<file path="src/rtl/io_slave_pkg.sv">
package io_slave_pkg;

  // Strobes handed from the control to the datapath, all in the clock domain.
  typedef struct packed {
    logic adsOpen;   // synchronised address strobe is low
    logic wrOpen;    // synchronised write strobe is low
    logic wrRise;    // one-cycle pulse on write-strobe release
    logic rdActive;  // synchronised read strobe is low
  } strobeBus_t;

endpackage

</file>
<file path="src/rtl/io_slave_ctrl.sv">
module io_slave_ctrl
  import io_slave_pkg::*;
#(
  parameter int SYNC_STAGES = 2
) (
  input  logic       clk,
  input  logic       rstN,
  input  logic       adsN,
  input  logic       rdN,
  input  logic       wrN,
  output strobeBus_t strb
);

  localparam int LAST = SYNC_STAGES - 1;

  logic [LAST:0] adsSync;
  logic [LAST:0] rdSync;
  logic [LAST:0] wrSync;
  logic          wrPrev;

  // Idle level of every strobe is high, so the synchronisers reset high.
  always_ff @(posedge clk or negedge rstN) begin
    if (!rstN) begin
      adsSync <= '1;
      rdSync  <= '1;
      wrSync  <= '1;
      wrPrev  <= 1'b1;
    end else begin
      adsSync <= {adsSync[LAST-1:0], adsN};
      rdSync  <= {rdSync[LAST-1:0], rdN};
      wrSync  <= {wrSync[LAST-1:0], wrN};
      wrPrev  <= wrSync[LAST];
    end
  end

  always_comb begin
    strb.adsOpen  = !adsSync[LAST];
    strb.wrOpen   = !wrSync[LAST];
    strb.rdActive = !rdSync[LAST];
    strb.wrRise   = wrSync[LAST] && !wrPrev;
  end

  // One release of the write strobe yields a single commit pulse.
  assert_single_commit_R5: assert property (@(posedge clk) disable iff (!rstN)
    strb.wrRise |=> !strb.wrRise);

endmodule

</file>
<file path="src/rtl/io_slave_dp.sv">
module io_slave_dp
  import io_slave_pkg::*;
#(
  parameter int          ADDR_W    = 16,
  parameter int          LANES     = 4,
  parameter int          EVT_W     = 8,
  parameter logic [15:0] BASE_ADDR = 16'h0300
) (
  input  logic                clk,
  input  logic                rstN,
  input  strobeBus_t          strb,
  input  logic [ADDR_W-1:2]   busAddr,
  input  logic                aenIn,
  input  logic [LANES-1:0]    beN,
  input  logic [8*LANES-1:0]  wrData,
  input  logic [EVT_W-1:0]    eventIn,
  output logic [8*LANES-1:0]  rdData,
  output logic                rdDrive,
  output logic                irq
);

  localparam int DATA_W  = 8 * LANES;
  localparam int NUM_REG = 4;
  localparam int EVT_IDX = 2;
  localparam int MSK_IDX = 3;

  logic [ADDR_W-1:2] addrQ;
  logic [LANES-1:0]  beQ;
  logic              aenQ;
  logic [DATA_W-1:0] wrDataQ;
  logic [DATA_W-1:0] regFile [NUM_REG];
  logic [EVT_W-1:0]  evtBits;
  logic [DATA_W-1:0] laneMask;
  logic [1:0]        regSel;
  logic              hit;
  logic              wrCommit;
  logic [EVT_W-1:0]  evtClear;
  logic [EVT_W-1:0]  evtMask;
  logic [DATA_W-1:0] selData;

  // Address phase: follow the bus while the strobe is low, hold afterwards.
  always_ff @(posedge clk or negedge rstN) begin
    if (!rstN) begin
      addrQ <= '0;
      beQ   <= '1;
      aenQ  <= 1'b1;
    end else if (strb.adsOpen) begin
      addrQ <= busAddr;
      beQ   <= beN;
      aenQ  <= aenIn;
    end
  end

  // Write data follows the bus while the write strobe is low.
  always_ff @(posedge clk or negedge rstN) begin
    if (!rstN)            wrDataQ <= '0;
    else if (strb.wrOpen) wrDataQ <= wrData;
  end

  always_comb begin
    for (int l = 0; l < LANES; l++) laneMask[8*l +: 8] = {8{!beQ[l]}};
  end

  assign regSel   = addrQ[3:2];
  assign hit      = !aenQ && (addrQ[ADDR_W-1:4] == BASE_ADDR[ADDR_W-1:4]);
  assign wrCommit = strb.wrRise && hit;
  assign evtClear = (wrCommit && regSel == 2'(EVT_IDX)) ? (wrDataQ[EVT_W-1:0] & laneMask[EVT_W-1:0]) : '0;
  assign evtMask  = regFile[MSK_IDX][EVT_W-1:0];

  always_ff @(posedge clk or negedge rstN) begin
    if (!rstN) begin
      for (int r = 0; r < NUM_REG; r++) regFile[r] <= '0;
    end else if (wrCommit && regSel != 2'(EVT_IDX)) begin
      regFile[regSel] <= (regFile[regSel] & ~laneMask) | (wrDataQ & laneMask);
    end
  end

  always_ff @(posedge clk or negedge rstN) begin
    if (!rstN) begin
      evtBits <= '0;
      irq     <= 1'b0;
    end else begin
      evtBits <= (evtBits | eventIn) & ~evtClear;
      irq     <= |(eventIn & ~evtBits & evtMask);
    end
  end

  always_comb begin
    if (regSel == 2'(EVT_IDX)) selData = {{(DATA_W-EVT_W){1'b0}}, evtBits};
    else                       selData = regFile[regSel];
  end

  assign rdDrive = strb.rdActive && hit;
  assign rdData  = rdDrive ? selData : '0;

  // Held address does not move once the strobe has closed.
  assert_addr_hold_R2: assert property (@(posedge clk) disable iff (!rstN)
    (!strb.adsOpen && !$past(strb.adsOpen)) |-> $stable(addrQ) && $stable(beQ) && $stable(aenQ));

  // A general register changes only on a committing write.
  assert_reg_quiet_R5: assert property (@(posedge clk) disable iff (!rstN)
    !wrCommit |=> $stable(regFile[0]) && $stable(regFile[1]) && $stable(regFile[MSK_IDX]));

  // Event bits are sticky until a committing write clears them.
  assert_event_sticky_R7: assert property (@(posedge clk) disable iff (!rstN)
    !wrCommit |=> ((evtBits & $past(evtBits)) == $past(evtBits)));

  // Interrupt pulses only follow an unmasked event input.
  assert_irq_source_R8: assert property (@(posedge clk) disable iff (!rstN)
    irq |-> $past(|(eventIn & evtMask)));

  // Data is driven only for a qualified access.
  assert_drive_qualified_R3: assert property (@(posedge clk) disable iff (!rstN)
    rdDrive |-> !aenQ);

endmodule

</file>
<file path="src/rtl/io_slave_front.sv">
module io_slave_front
  import io_slave_pkg::*;
#(
  parameter logic [15:0] BASE_ADDR = 16'h0300,
  parameter int          EVT_W     = 8
) (
  input  logic              clk,
  input  logic              rstN,
  input  logic [13:0]       busAddr,
  input  logic              aenIn,
  input  logic              adsN,
  input  logic [3:0]        beN,
  input  logic              rdN,
  input  logic              wrN,
  input  logic [31:0]       wrData,
  output logic [31:0]       rdData,
  output logic              rdDrive,
  input  logic [EVT_W-1:0]  eventIn,
  output logic              irq
);

  strobeBus_t strb;

  io_slave_ctrl #(.SYNC_STAGES(2)) u_ctrl (
    .clk  (clk),
    .rstN (rstN),
    .adsN (adsN),
    .rdN  (rdN),
    .wrN  (wrN),
    .strb (strb)
  );

  io_slave_dp #(
    .ADDR_W    (16),
    .LANES     (4),
    .EVT_W     (EVT_W),
    .BASE_ADDR (BASE_ADDR)
  ) u_dp (
    .clk     (clk),
    .rstN    (rstN),
    .strb    (strb),
    .busAddr (busAddr),
    .aenIn   (aenIn),
    .beN     (beN),
    .wrData  (wrData),
    .eventIn (eventIn),
    .rdData  (rdData),
    .rdDrive (rdDrive),
    .irq     (irq)
  );

endmodule

</file>
<file path="config.mk">
export PLATFORM = sky130hd
export DESIGN_NAME = io_slave_front
export DESIGN_NICKNAME = d
export VERILOG_FILES = /design/src/rtl/io_slave_pkg.sv /design/src/rtl/io_slave_ctrl.sv /design/src/rtl/io_slave_dp.sv /design/src/rtl/io_slave_front.sv
export SDC_FILE = /design/constraint.sdc
export NUM_CORES = 1
export LEC_CHECK = 0
export ABC_AREA = 1
export ABC_CLOCK_PERIOD_IN_PS = 3900
export BUFFER_PORTS_ARGS = -buffer_cell sky130_fd_sc_hd__buf_2
export CORE_MARGIN = 3
export CORE_UTILIZATION = 29
export CTS_CLUSTER_SIZE = 10
export DETAILED_ROUTE_END_ITERATION = 10
export MAX_ROUTING_LAYER = met4
export PLACE_DENSITY_LB_ADDON = 0.1
export RECOVER_POWER = 100
export SLEW_MARGIN = 30
export SYNTH_ARGS = -nofsm -noshare
export SYNTH_HDL_FRONTEND = slang
export SYNTH_SLANG_ARGS = --single-unit
</file>
<file path="constraint.sdc">
create_clock -name clk -period 3.9 [get_ports clk]
set_input_delay 0.39 -clock clk [delete_from_list [all_inputs] [get_ports clk]]
set_output_delay 0.39 -clock clk [all_outputs]
set_load 0.02 [all_outputs]
</file>
* After elaboration in Yosys (flattened, before gate mapping)
Cells that the tools add are included.
** Cells by class
- Reductions and logical operators :: 15
- Multiplexer cells :: 9
- Bitwise gates (word level) :: 12
- Magnitude comparators :: 2
- Eq/ne operators :: 3
** Operators by type and width (count)
- $mux W32 :: 5
- $bwmux W128 :: 1
- $and A32 B32 Y32 :: 2
- $bmux W32 S2 :: 1
- $demux W32 S2 :: 1
- $and A8 B8 Y8 :: 4
- $not A32 Y32 :: 1
- $or A32 B32 Y32 :: 1
- $not A8 Y8 :: 2
- $eq A12 B6 Y1 const B :: 1
- $mux W8 :: 1
- $or A8 B8 Y8 :: 1
- $reduce_or A8 Y1 :: 1
- $logic_and A1 B1 Y1 :: 7
- $logic_not A1 Y1 :: 7
- $ge A3 B3 Y1 const B :: 1
- $lt A3 B1 Y1 const B :: 1
- $not A2 Y3 :: 1
- $eq A2 B2 Y1 const B :: 1
- $ne A2 B2 Y1 const B :: 1
** Storage, ports and cells
- Register bits :: 195
- Output and inout bits :: 34
- Bits of input ports :: 64
- Logic and storage cells :: 55

* Logic depth before layout (Yosys ltp)
- Depth in word-level cells :: 7
- Gate-level depth with buffers :: 12
- Gate-level depth less buffers :: 9

* By module
A second synthesis with hierarchy kept.
** Second synthesis, totals
- Cells, all modules :: 1176
- Area total of the unflattened synthesis :: 9064.9 sq um
** By module, submodules not included
- io_slave_dp :: times used 1, cells an instance 1165, sequential area each 4710.8 sq um, area an instance 8863.5 sq um
- io_slave_ctrl :: times used 1, cells an instance 11, sequential area each 183.9 sq um, area an instance 201.4 sq um

* Worst setup path after synthesis
No wires, ideal clock.
- Kind :: flip-flop to output port
- From :: register u_dp.addrQ[5] (netlist name)
- To :: output port rdData[21]
- Required time :: 3510 ps
- Path buffers :: 1
- Arrival time :: 1601 ps
- Path slack :: 1909 ps
- Cell stages (with the launch flop) :: 9
- Cells stage by stage :: dfrtp_1 nor2_1 inv_2 nor2_4 nand2_2 nor2_4 nand2_2 buf_2 nor2_1
** Between the ends
- Word-level cells in the longest chain between the ends :: 4
** RTL lines
- start: declaration :: RTL line io_slave_dp.sv:27 : logic [ADDR_W-1:2] addrQ;
- start signal: assignment :: RTL line io_slave_dp.sv:48 : addrQ <= busAddr;
- $eq A12 B6 Y1 :: RTL line io_slave_dp.sv:65 : assign hit = !aenQ && (addrQ[ADDR_W-1:4] == BASE_ADDR[ADDR_W-1:4]);
- $logic_and A1 B1 Y1 :: RTL line io_slave_dp.sv:65
- $logic_and A1 B1 Y1 :: RTL line io_slave_dp.sv:93 : assign rdDrive = strb.rdActive && hit;
- net rdDrive :: RTL line io_slave_front.sv:17 : output logic rdDrive,
- $mux W32 :: RTL line io_slave_dp.sv:94 : assign rdData = rdDrive ? selData : '0;
- end: declaration :: RTL line io_slave_front.sv:16 : output logic [31:0] rdData,
The timed path passes the listed nets, and every way through them passes these cells.

* Worst setup path after layout
- From :: register u_dp.addrQ[2] (netlist name)
- To :: register u_dp.regFile[22] (netlist name)
** Between the ends
- Word-level cells in the longest chain between the ends :: 7
- Elaborated cells on any way between the ends :: 14
- Those cells by class :: order compare (2); eq/ne (1); mux (6); bitwise (3); reduce/logical (2)
** RTL lines
- $not A2 Y3 :: RTL line io_slave_dp.sv:74 : regFile[regSel] <= (regFile[regSel] & ~laneMask) | (wrDataQ & laneMask);
- $bmux W32 S2 :: RTL line io_slave_dp.sv:74
- $mux W32 (implied by the code) (2 in a row) :: RTL line io_slave_dp.sv:74
- $and A32 B32 Y32 :: RTL line io_slave_dp.sv:74
- $or A32 B32 Y32 :: RTL line io_slave_dp.sv:74
- $bwmux W128 :: RTL line io_slave_dp.sv:74
- end signal: indexed assignment :: RTL line io_slave_dp.sv:74
- end: declaration :: RTL line io_slave_dp.sv:31 : logic [DATA_W-1:0] regFile [NUM_REG];
Parallel ways exist; a longest one is shown, timed or not. The select of a mux whose other input is x is not followed.
A chain may end at the register's enable or synchronous reset.

==> flow_summary.yaml <==
timing:
  worst_pin_slew_ns: 2.88
  hold_slack_ns: 0.0428
  period_share_pct: 83.4
  fmax_mhz: 308
  hold_violations: 0
  clock_skew_ns: 0.0140
  setup_tns_ns: 0
  relSlewSlack_pct: -91.8
  report.final.slew_viol_count: 141
  fin_crit_ns: 3.25
  setup_violations: 0
  final.setup.worst_slack_ns: 0.648
  rsz0062_at_grt: "no"
yosys:
  yosys.cell_types.count: 24
  seq_area_frac_synth_pct: 53.7
  ys_ff_latch: 195
  yosysWarningCount: 0
  netlist.area_leader.share_pct: 50.3
  synth_cells: 1246
  syn_area_per_cell_um2: 7.31
  syn-num-nets: 1310
  ys_top_cells_by_count: "nand2_1 (790), dfrtp_1 (183), nor2_1 (88)"
  yosysMostFrequentCell: "nand2_1"
  synth-edff-count: 0
  async_flop_share_pct: 100
  synth_area_um2: 9110
  synthTopCellsByArea: "dfrtp_1 (50%), nand2_1 (33%), nor2_1 (3.6%), dfstp_2 (3.5%), clkbuf_1 (2.2%)"
  synth_top_cell_by_area: "dfrtp_1"
  ys.flop_type: "dfrtp_1"
drt:
  ant_nets: 0
  met3_length_um: 715
  dr.max_layer_used: "met4"
  vias: 7544
  drt_iter0_drc: 454
  drc: 0
  wl_met1_um: 13500
  firstDrtPassIters: 5
  wl_per_cell_um: 15.9
  via_per_inst: 4.44
  totalWireLength_um: 27000
  wl_met2_um: 12500
placement:
  pre_cts_ws_ns: 1.27
  place_congestion: 0.729
  post-dp-hpwl_um: 16400
  portBuffers: 97
worst_setup_path:
  required_ns: 4.27
  r2r_setup_slack_ns: 0.65
  critPathLaunchType: "register"
  arrival_ns: 3.62
  path_max_fanout: 22
  timing.rr.end: "u_dp.regFile[22]$_DFFE_PN0P_"
  critPathKind: "register to register"
  r2r_cells: 6
  end_kind: "register"
  worstReg2RegStart: "u_dp.addrQ[2]$_DFFE_PN0N_"
die:
  die_area_um2: 33600
  rows: 64
  boundaryPins: 98
  core_area_um2: 30700
  initial_utilization_pct: 29.6
  die_h_um: 183
  die_w_um: 183
clock_network:
  clockBufferDepth: 2
  clk_pin_slew_worst_paths_ns: 0.08
  numCtsBuffers: 17
  cts_root_buf: "clkbuf_16"
  cts_hold_buf: 0
  clk_latency_ns: 0.44
  cts_tree: "built"
  clock_sinks: 195
  ctsResizeCount: 0
  post_cts_buffers: 0
  htreeDepth: 4
hold_path:
  hold_class: "primary input to register"
  holdPathEnd: "u_ctrl.wrSync[0]$_DFF_PN1_"
  min_path_cells: 1
  worstHoldStart: "wrN"
finish:
  final_nets: 1354
  fillers: 3425
  area_growth_pct: 13.3
  drive_above_1_share_pct: 11.9
  diodes: 0
global_routing:
  grt_pass1_vias: 7589
  grt_max_degree: 108
  track_usage_pct: 17.2
  grt_first_pass_wirelength_um: 43600
  grt.overflow.total: 0
  antenna_found_initial: 0
power:
  p_total_mw: 4.15
  leakage_nw: 5.59
  ir_drop_uv: 265
  p_per_area_nw_per_um2: 402
status:
  violations: "max-capacitance violations, max-slew violations"
  status: "finished with violations"
flow_run:
  maxCapViolCount: 2
cell families after synthesis:
logic type             after synthesis  synth area share [%]
muxes                                9                  1.11
and+or+nand+nor                    897                  38.0
buffers and inverters              122                  5.85
AOI/OAI and AO/OA                   23                  1.29
DFF                                195                  53.7
power breakdown:
part           leakage [nW]  switching (mW)  internal [mW]  total (mW)
sequential             2.55          0.0575           2.08        2.14
combinational          2.78           0.227         0.0816       0.309
clock                 0.263           0.869          0.839        1.71
total                  5.59            1.15           3.00        4.15
metal layers:
layer	GRT usage, %	vias up
met5	-	-
met4	3.53	0
met3	2.10	12
met2	27.4	123
met1	23.8	3610
li1	-	3799
state kept, by name (all words and copies together), names as in the netlist:
signal,flops
u_dp.evtMask,8
u_dp.beQ,4
u_ctrl.rdSync,2
u_dp.addrQ,14
u_dp.irq,1
u_dp.evtBits,8
u_ctrl.wrSync,2
u_ctrl.adsSync,2
u_ctrl.wrPrev,1
u_dp.regFile,120
u_dp.wrDataQ,32
u_dp.aenQ,1
critical path: stages (launching register included):
cell and delay, ns:
dfrtp_2 0.70, clkbuf_1 0.78, nand2_1 0.22, nor2_2 1.00, buf_4 0.34, nand2_1 0.07
nand2_1 0.06
layout by cell type, fill, tap and decap left out, drive strengths merged:
cell	count
inv	34
nor2	96
a21oi	11
clkinv	10
nand3b	3
nand2	793
clkinvlp	3
mux2	9
o211ai	1
o21ai	11
dfstp	12
buf	77
dfrtp	183
nand3	1
nand4	4
clkbuf	55
stage by stage:
step | std cells | utilization (%) | cell area [um2]
after floorplan | 1246 | - | 9110
after global placement | 1667 | 32.0 | 9840
after detailed placement | 1667 | 32.0 | 9840
after CTS | 1699 | 33.8 | 10400
after global routing | 1699 | 33.6 | 10300
final | 1699 | 33.6 | 10300
cell type report:
class / instances / area (um2) / area share, %
clock buffer: 18 / 429 / 4.16
inverter: 33 / 124 / 1.20
multi-input combinational: 929 / 3670 / 35.6
tap: 396 / 495 / 4.80
sequential: 195 / 4900 / 47.4
timing repair buffer: 114 / 583 / 5.65
clock inverter: 14 / 123 / 1.19
worst max-delay path by stage:
stage | from | endpoint | slack [ns] | cells after the start
final | u_dp.addrQ[2]$_DFFE_PN0N_ | u_dp.regFile[22]$_DFFE_PN0P_ | 0.65 | 6
after global routing | u_dp.addrQ[2]$_DFFE_PN0N_ | u_dp.regFile[9]$_DFFE_PN0P_ | 0.40 | 6
after CTS | u_dp.addrQ[2]$_DFFE_PN0N_ | rdData[23] | 0.80 | 5
after detailed placement | u_dp.addrQ[2]$_DFFE_PN0N_ | rdData[23] | 1.27 | 5
after global placement | u_dp.addrQ[2]$_DFFE_PN0N_ | rdData[30] | 1.34 | 9
after floorplan | u_dp.addrQ[5]$_DFFE_PN0N_ | rdData[21] | 1.91 | 8
Note: power is estimated with default switching activity, not from simulation.
